--- src/rtl/ccp_pkg.sv ---
package ccp_pkg;
  localparam logic [2:0] OM_SW     = 3'd0;
  localparam logic [2:0] OM_SET    = 3'd1;
  localparam logic [2:0] OM_TGRST  = 3'd2;
  localparam logic [2:0] OM_SETRST = 3'd3;
  localparam logic [2:0] OM_TOG    = 3'd4;
  localparam logic [1:0] DIR_DOWN  = 2'd1;
endpackage

--- src/rtl/ccp_match.sv ---
module ccp_match #(
  parameter int W = 16
) (
  input  logic         clk,
  input  logic         rst,
  input  logic         cmp_en,
  input  logic [W-1:0] cnt,
  input  logic [W-1:0] thr,
  output logic         hit
);
  logic eq, eq_q;

  assign eq  = cmp_en && (cnt == thr);
  assign hit = eq && !eq_q;

  always_ff @(posedge clk) begin
    if (rst) eq_q <= 1'b0;
    else     eq_q <= eq;
  end


  hit_single_chk: assert property (@(posedge clk) disable iff (rst)
    hit |=> !hit);
endmodule

--- src/rtl/ccp_reg.sv ---
module ccp_reg #(
  parameter int W = 16
) (
  input  logic         clk,
  input  logic         rst,
  input  logic         wr_en,
  input  logic [W-1:0] wr_data,
  input  logic         cap_en,
  input  logic [W-1:0] cnt,
  output logic [W-1:0] data_o
);
  always_ff @(posedge clk) begin
    if (rst)         data_o <= '0;
    else if (cap_en) data_o <= cnt;
    else if (wr_en)  data_o <= wr_data;
  end


  cap_load_chk: assert property (@(posedge clk) disable iff (rst)
    cap_en |=> data_o == $past(cnt));

  wr_load_chk: assert property (@(posedge clk) disable iff (rst)
    (wr_en && !cap_en) |=> data_o == $past(wr_data));
endmodule

--- src/rtl/ccp_wave.sv ---
module ccp_wave
  import ccp_pkg::*;
(
  input  logic       clk,
  input  logic       rst,
  input  logic [2:0] mode,
  input  logic       pair,
  input  logic       cap,
  input  logic       sw_lvl,
  input  logic       pol,
  input  logic       own_hit,
  input  logic       oth_hit,
  input  logic       ev_max,
  input  logic       ev_zero,
  input  logic [1:0] dir,
  output logic       wave_o
);
  logic [2:0] mode_q;
  logic       st_q, st_nxt;
  logic       cyc_clr, set_ev, clr_ev, tog_ev;

  assign cyc_clr = (dir == DIR_DOWN) ? ev_zero : ev_max;

  always_comb begin
    if (pair) begin
      set_ev = (mode == OM_SET) ? (own_hit | oth_hit) : own_hit;
      clr_ev = oth_hit;
      tog_ev = own_hit | oth_hit;
    end else begin
      set_ev = own_hit;
      clr_ev = cyc_clr;
      tog_ev = own_hit;
    end
  end

  always_comb begin
    st_nxt = 1'b0;
    if (!cap && mode == mode_q) begin
      case (mode)
        OM_SW:     st_nxt = sw_lvl;
        OM_SET:    st_nxt = st_q | set_ev;
        OM_TGRST:  st_nxt = clr_ev ? 1'b0 : (set_ev ? !st_q : st_q);
        OM_SETRST: st_nxt = clr_ev ? 1'b0 : (set_ev ? 1'b1 : st_q);
        OM_TOG:    st_nxt = tog_ev ? !st_q : st_q;
        default:   st_nxt = 1'b0;
      endcase
    end
  end

  always_ff @(posedge clk) begin
    if (rst) begin
      st_q   <= 1'b0;
      mode_q <= OM_SW;
      wave_o <= 1'b0;
    end else begin
      st_q   <= st_nxt;
      mode_q <= mode;
      wave_o <= cap ? 1'b0 : (st_nxt ^ pol);
    end
  end


  cap_quiet_chk: assert property (@(posedge clk) disable iff (rst)
    cap |=> !wave_o);

  mode_clr_chk: assert property (@(posedge clk) disable iff (rst)
    (mode != mode_q) |=> !st_q);

  set_hold_chk: assert property (@(posedge clk) disable iff (rst)
    (mode == OM_SET && mode_q == OM_SET && !cap) |=> (st_q || !$past(st_q)));

  clr_win_chk: assert property (@(posedge clk) disable iff (rst)
    ((mode == OM_TGRST || mode == OM_SETRST) && mode_q == mode && clr_ev) |=> !st_q);

  tog_flip_chk: assert property (@(posedge clk) disable iff (rst)
    (mode == OM_TOG && mode_q == OM_TOG && !cap && tog_ev) |=> st_q != $past(st_q));
endmodule

--- src/rtl/ccp_pair.sv ---
module ccp_pair #(
  parameter int CNT_W = 16,
  localparam int NCH = 2
) (
  input  logic             clk,
  input  logic             rst,
  input  logic [CNT_W-1:0] cnt_val,
  input  logic             ev_max,
  input  logic             ev_zero,
  input  logic [1:0]       cnt_dir,
  input  logic [1:0]       cap_trig,
  input  logic [1:0]       wr_en,
  input  logic [CNT_W-1:0] wr_data,
  input  logic [2:0]       mode_ch0,
  input  logic [2:0]       mode_ch1,
  input  logic             pair_en,
  input  logic [1:0]       pol_inv,
  input  logic [1:0]       sw_lvl,
  input  logic [1:0]       cap_sel,
  output logic [1:0]       wave_out,
  output logic [CNT_W-1:0] cc_data0,
  output logic [CNT_W-1:0] cc_data1
);
  logic [CNT_W-1:0] dat [NCH];
  logic [2:0]       md  [NCH];
  logic [NCH-1:0]   hit;

  assign md[0]    = mode_ch0;
  assign md[1]    = mode_ch1;
  assign cc_data0 = dat[0];
  assign cc_data1 = dat[1];

  for (genvar i = 0; i < NCH; i++) begin : g_ch
    ccp_reg #(.W(CNT_W)) u_reg (
      .clk(clk), .rst(rst), .wr_en(wr_en[i]), .wr_data(wr_data),
      .cap_en(cap_sel[i] & cap_trig[i]), .cnt(cnt_val), .data_o(dat[i])
    );
    ccp_match #(.W(CNT_W)) u_match (
      .clk(clk), .rst(rst), .cmp_en(!cap_sel[i]), .cnt(cnt_val),
      .thr(dat[i]), .hit(hit[i])
    );
    ccp_wave u_wave (
      .clk(clk), .rst(rst), .mode(md[i]), .pair(pair_en), .cap(cap_sel[i]),
      .sw_lvl(sw_lvl[i]), .pol(pol_inv[i]), .own_hit(hit[i]),
      .oth_hit(hit[NCH-1-i]), .ev_max(ev_max), .ev_zero(ev_zero),
      .dir(cnt_dir), .wave_o(wave_out[i])
    );
  end
endmodule

--- config.mk ---
export PLATFORM = sky130hd
export DESIGN_NAME = ccp_pair
export DESIGN_NICKNAME = d
export VERILOG_FILES = /design/src/rtl/ccp_pkg.sv /design/src/rtl/ccp_match.sv /design/src/rtl/ccp_reg.sv /design/src/rtl/ccp_wave.sv /design/src/rtl/ccp_pair.sv
export SDC_FILE = /design/constraint.sdc
export NUM_CORES = 1
export LEC_CHECK = 0
export BUFFER_PORTS_ARGS = -buffer_cell sky130_fd_sc_hd__buf_2
export CAP_MARGIN = 20
export CORE_MARGIN = 4
export CORE_UTILIZATION = 35
export CTS_BUF_LIST = sky130_fd_sc_hd__clkbuf_16
export CTS_CLUSTER_DIAMETER = 40
export DETAILED_ROUTE_END_ITERATION = 8
export SETUP_SLACK_MARGIN = 0.4
export SLEW_MARGIN = 20
export SYNTH_ARGS = -nofsm -noshare
export SYNTH_HDL_FRONTEND = slang
export SYNTH_SLANG_ARGS = --single-unit
--- constraint.sdc ---
create_clock -name clk -period 3 [get_ports clk]
set_clock_uncertainty 0.1 [all_clocks]
set_input_delay 0.45 -clock clk [delete_from_list [all_inputs] [get_ports clk]]
set_output_delay 0.45 -clock clk [all_outputs]
set_load 0.005 [all_outputs]
==> impl_metrics.toml <==
[setup_path]
r2r-start = "g_ch[1].u_reg.data_o[0]"
critPathLaunchType = "flip-flop"
path_class = "reg -> reg"
cp-end-kind = "flip-flop"
arrival_ns = 2.88
reg2reg_depth = 14
regToRegSetupSlack_ns = 0.18
cp.required_ns = 3.06
rr_endpoint = "g_ch[0].u_wave.wave_o"
worstPathMaxFanout = 3

[floorplan]
ios = 89
die_h_um = 93.0
dieArea_sq_mm = 0.00865
coreArea_sq_mm = 0.00691
rows = 30
initial_utilization_pct = 36.6
die_w_um = 93.0

[global_routing]
grt_first_pass_wirelength_mm = 11.8
antenna_found_initial = 0
grt_pass1_vias = 2378
grt.total_usage_pct = 16.8
grt_max_degree = 47
overflow = 0

[detailed_routing]
via_per_inst = 4.93
vias = 2382
drt_iter0_markers = 53
routed_wl_mm = 7.25
first_pass_iters = 4
avgRoutedWirePerCell_um = 15.0
remaining_drc_errors = 0
antenna_left = 0

[synth]
ys_async_sr_fraction_pct = 0
synth_cell_types = 39
synth_nets = 342
yosysWarnings = 0
synth_area_sq_mm = 0.00253
avgSynthCellArea_sq_um = 8.88
synth_flop_cell = "dfxtp_1"
synthCells = 285
synth_enable_flop_cells = 0
yosysSeqAreaShare_pct = 34.8
ys_ff_latch = 44

[sta]
finalSetupViolCount = 0
worst_pin_slew_ns = 0.871
min_period_ns = 2.82
post-route-period-util_pct = 94.1
slew_violations = 0
rsz0062_at_grt = "yes"
finalHoldViolations = 0
fin_tns_setup_ns = 0
maxSlewHeadroom_pct = 41.9
worst_slack_ns = 0.178
fmax_ghz = 0.354
whs_ns = 0.333

[clocking]
clkTransAtPathRegs_ns = 0.07
cts.sinks = 44
cts_buffer_depth = 2
root_buffer = "clkbuf_16"
worstSkewPairLatency_ns = 0.28
cts_buffers = 5
htreeDepth = 2
hold_buffers = 0
cts_tree = "built"

[final_layout]
nets = 444
num-fill-cells = 687
diodes = 0
area_growth_pct = 35.7
fin_cells = 483
layout-drive-gt1-share_pct = 36.4

[hold_path]
hold_depth = 3
min_to = "g_ch[0].u_wave.wave_o"
hp-class = "in -> reg"
min_from = "pol_inv[0]"

[placement]
io_buffer_count = 88
gp_congestion = 0.765
pre_cts_slack_ns = -0.123
hpwl_mm = 5.32
dp_cells = 469

[pwr]
vdd_drop_max_uv = 356
leakage_nw = 1.58
p_total_mw = 1.49
powerDensity_mw_per_mm2 = 435

[job]
drv_cap = 0

[status]
status = "completed"
-- critical path, stage by stage, from the launching register on --
cell and delay (ns):
dfxtp_1 0.33, xor2_1 0.18, nor4_1 0.37, and3_4 0.26, nand3_4 0.07, nor4b_4 0.21
nor2_1 0.07, ha_1 0.28, nand3b_1 0.08, a21oi_1 0.13, o21ai_1 0.08, a31o_2 0.23
a21oi_2 0.13, a211oi_2 0.06, mux2i_1 0.13
-- through the flow --
step           utilization (%)  cell area (sq um)
5_1_grt                   49.7               3430
3_5_place_dp              45.8               3160
4_1_cts                   48.5               3350
3_3_place_gp              45.8               3160
2_1_floorplan                -               2540
6_report                  49.7               3430
-- registers in the layout, indices dropped and copies added, names as in the netlist --
register,cells
g_ch.u_match.eq_q,2
g_ch.u_wave.st_q,2
g_ch.u_reg.data_o,32
g_ch.u_wave.wave_o,2
g_ch.u_wave.mode_q,6
-- metal layers --
metal	routed length (um)	vias up	track usage, %	share of wire (%)
li1	-	1223	-	-
met1	3290	1076	22.1	45
met2	3420	77	28.5	47
met3	477	6	4.10	6.6
met4	55	0	2.08	0.76
met5	0	-	0	0
-- logic make-up after synthesis --
logic type | count (synthesis) | share of synthesized area, %
and+or+nand+nor | 96 | 19.4
DFF | 44 | 34.8
buffers and inverters | 25 | 4.10
muxes | 35 | 13.8
xor gates and xnor gates | 31 | 10.7
AOI/OAI and AO/OA | 52 | 16.1
adders and majority gates | 2 | 0.989
-- Yosys cell counts, types with 3 or more instances --
cell / instances / area [sq um]
a211oi_1: 36 / 270
xnor2_1: 10 / 87.6
mux2i_1: 35 / 350
dfxtp_1: 44 / 881
nor2_1: 46 / 173
inv_1: 7 / 26.3
nand3_1: 3 / 15.0
buf_1: 5 / 18.8
xor2_1: 21 / 184
nor2b_1: 10 / 62.6
nor4_1: 6 / 37.5
nand2b_1: 7 / 43.8
o21ai_0: 3 / 15.0
clkbuf_1: 9 / 33.8
nand2_1: 7 / 26.3
nor3_1: 4 / 20.0
-- power by group --
group | switching, mW | internal [mW]
logic | 0.157 | 0.146
registers | 0.0373 | 0.626
clock network | 0.225 | 0.302
total | 0.419 | 1.07
-- layout make-up --
type                            count  area [sq um]  area share [%]
Clock buffer                        5           125            3.65
Clock inverter                      2          12.5           0.365
Inverter                            7          26.3           0.766
Multi-Input combinational cell    216          1630            47.5
Sequential cell                    44           886            25.8
Tap cell                           96           120            3.50
Timing Repair Buffer              113           631            18.4
-- worst max-delay path by stage --
stage	start	to	slack, ns	cells past startpoint
after global placement	cnt_val[7]	g_ch[0].u_wave.wave_o	-0.09	16
after detailed placement	cnt_val[7]	g_ch[0].u_wave.wave_o	-0.12	16
after floorplan	cnt_val[7]	g_ch[0].u_wave.wave_o	0.30	14
after CTS	g_ch[1].u_reg.data_o[9]	g_ch[0].u_wave.wave_o	0.20	15
final	g_ch[1].u_reg.data_o[0]	g_ch[0].u_wave.wave_o	0.18	14
after global routing	g_ch[1].u_reg.data_o[9]	g_ch[0].u_wave.wave_o	0.04	15
-- placed cells by master, fill, tap and decap left out, types with 2 or more instances in the layout --
master,instances
xor2_1,18
nand4_1,2
nor2b_1,10
nand2b_1,6
mux2i_1,35
buf_4,26
nand2_1,7
xnor2_1,10
nand3b_1,2
or3_1,2
buf_2,87
a211oi_1,36
a211oi_2,2
dfxtp_2,4
xor2_2,3
nor3_1,3
o21ai_1,2
clkbuf_16,5
ha_1,2
nor4_1,5
nor4_2,2
dfxtp_1,40
nor2_1,46
inv_1,7
nand3_1,2
-- repair_timing --
action,in CTS,in global routing
pin swaps,6,7
cloned,0,0
gates resized for setup,4,12
setup buffers,4,3
endpoints found under the setup margin,4,4
(Power assumes the default switching activity.)
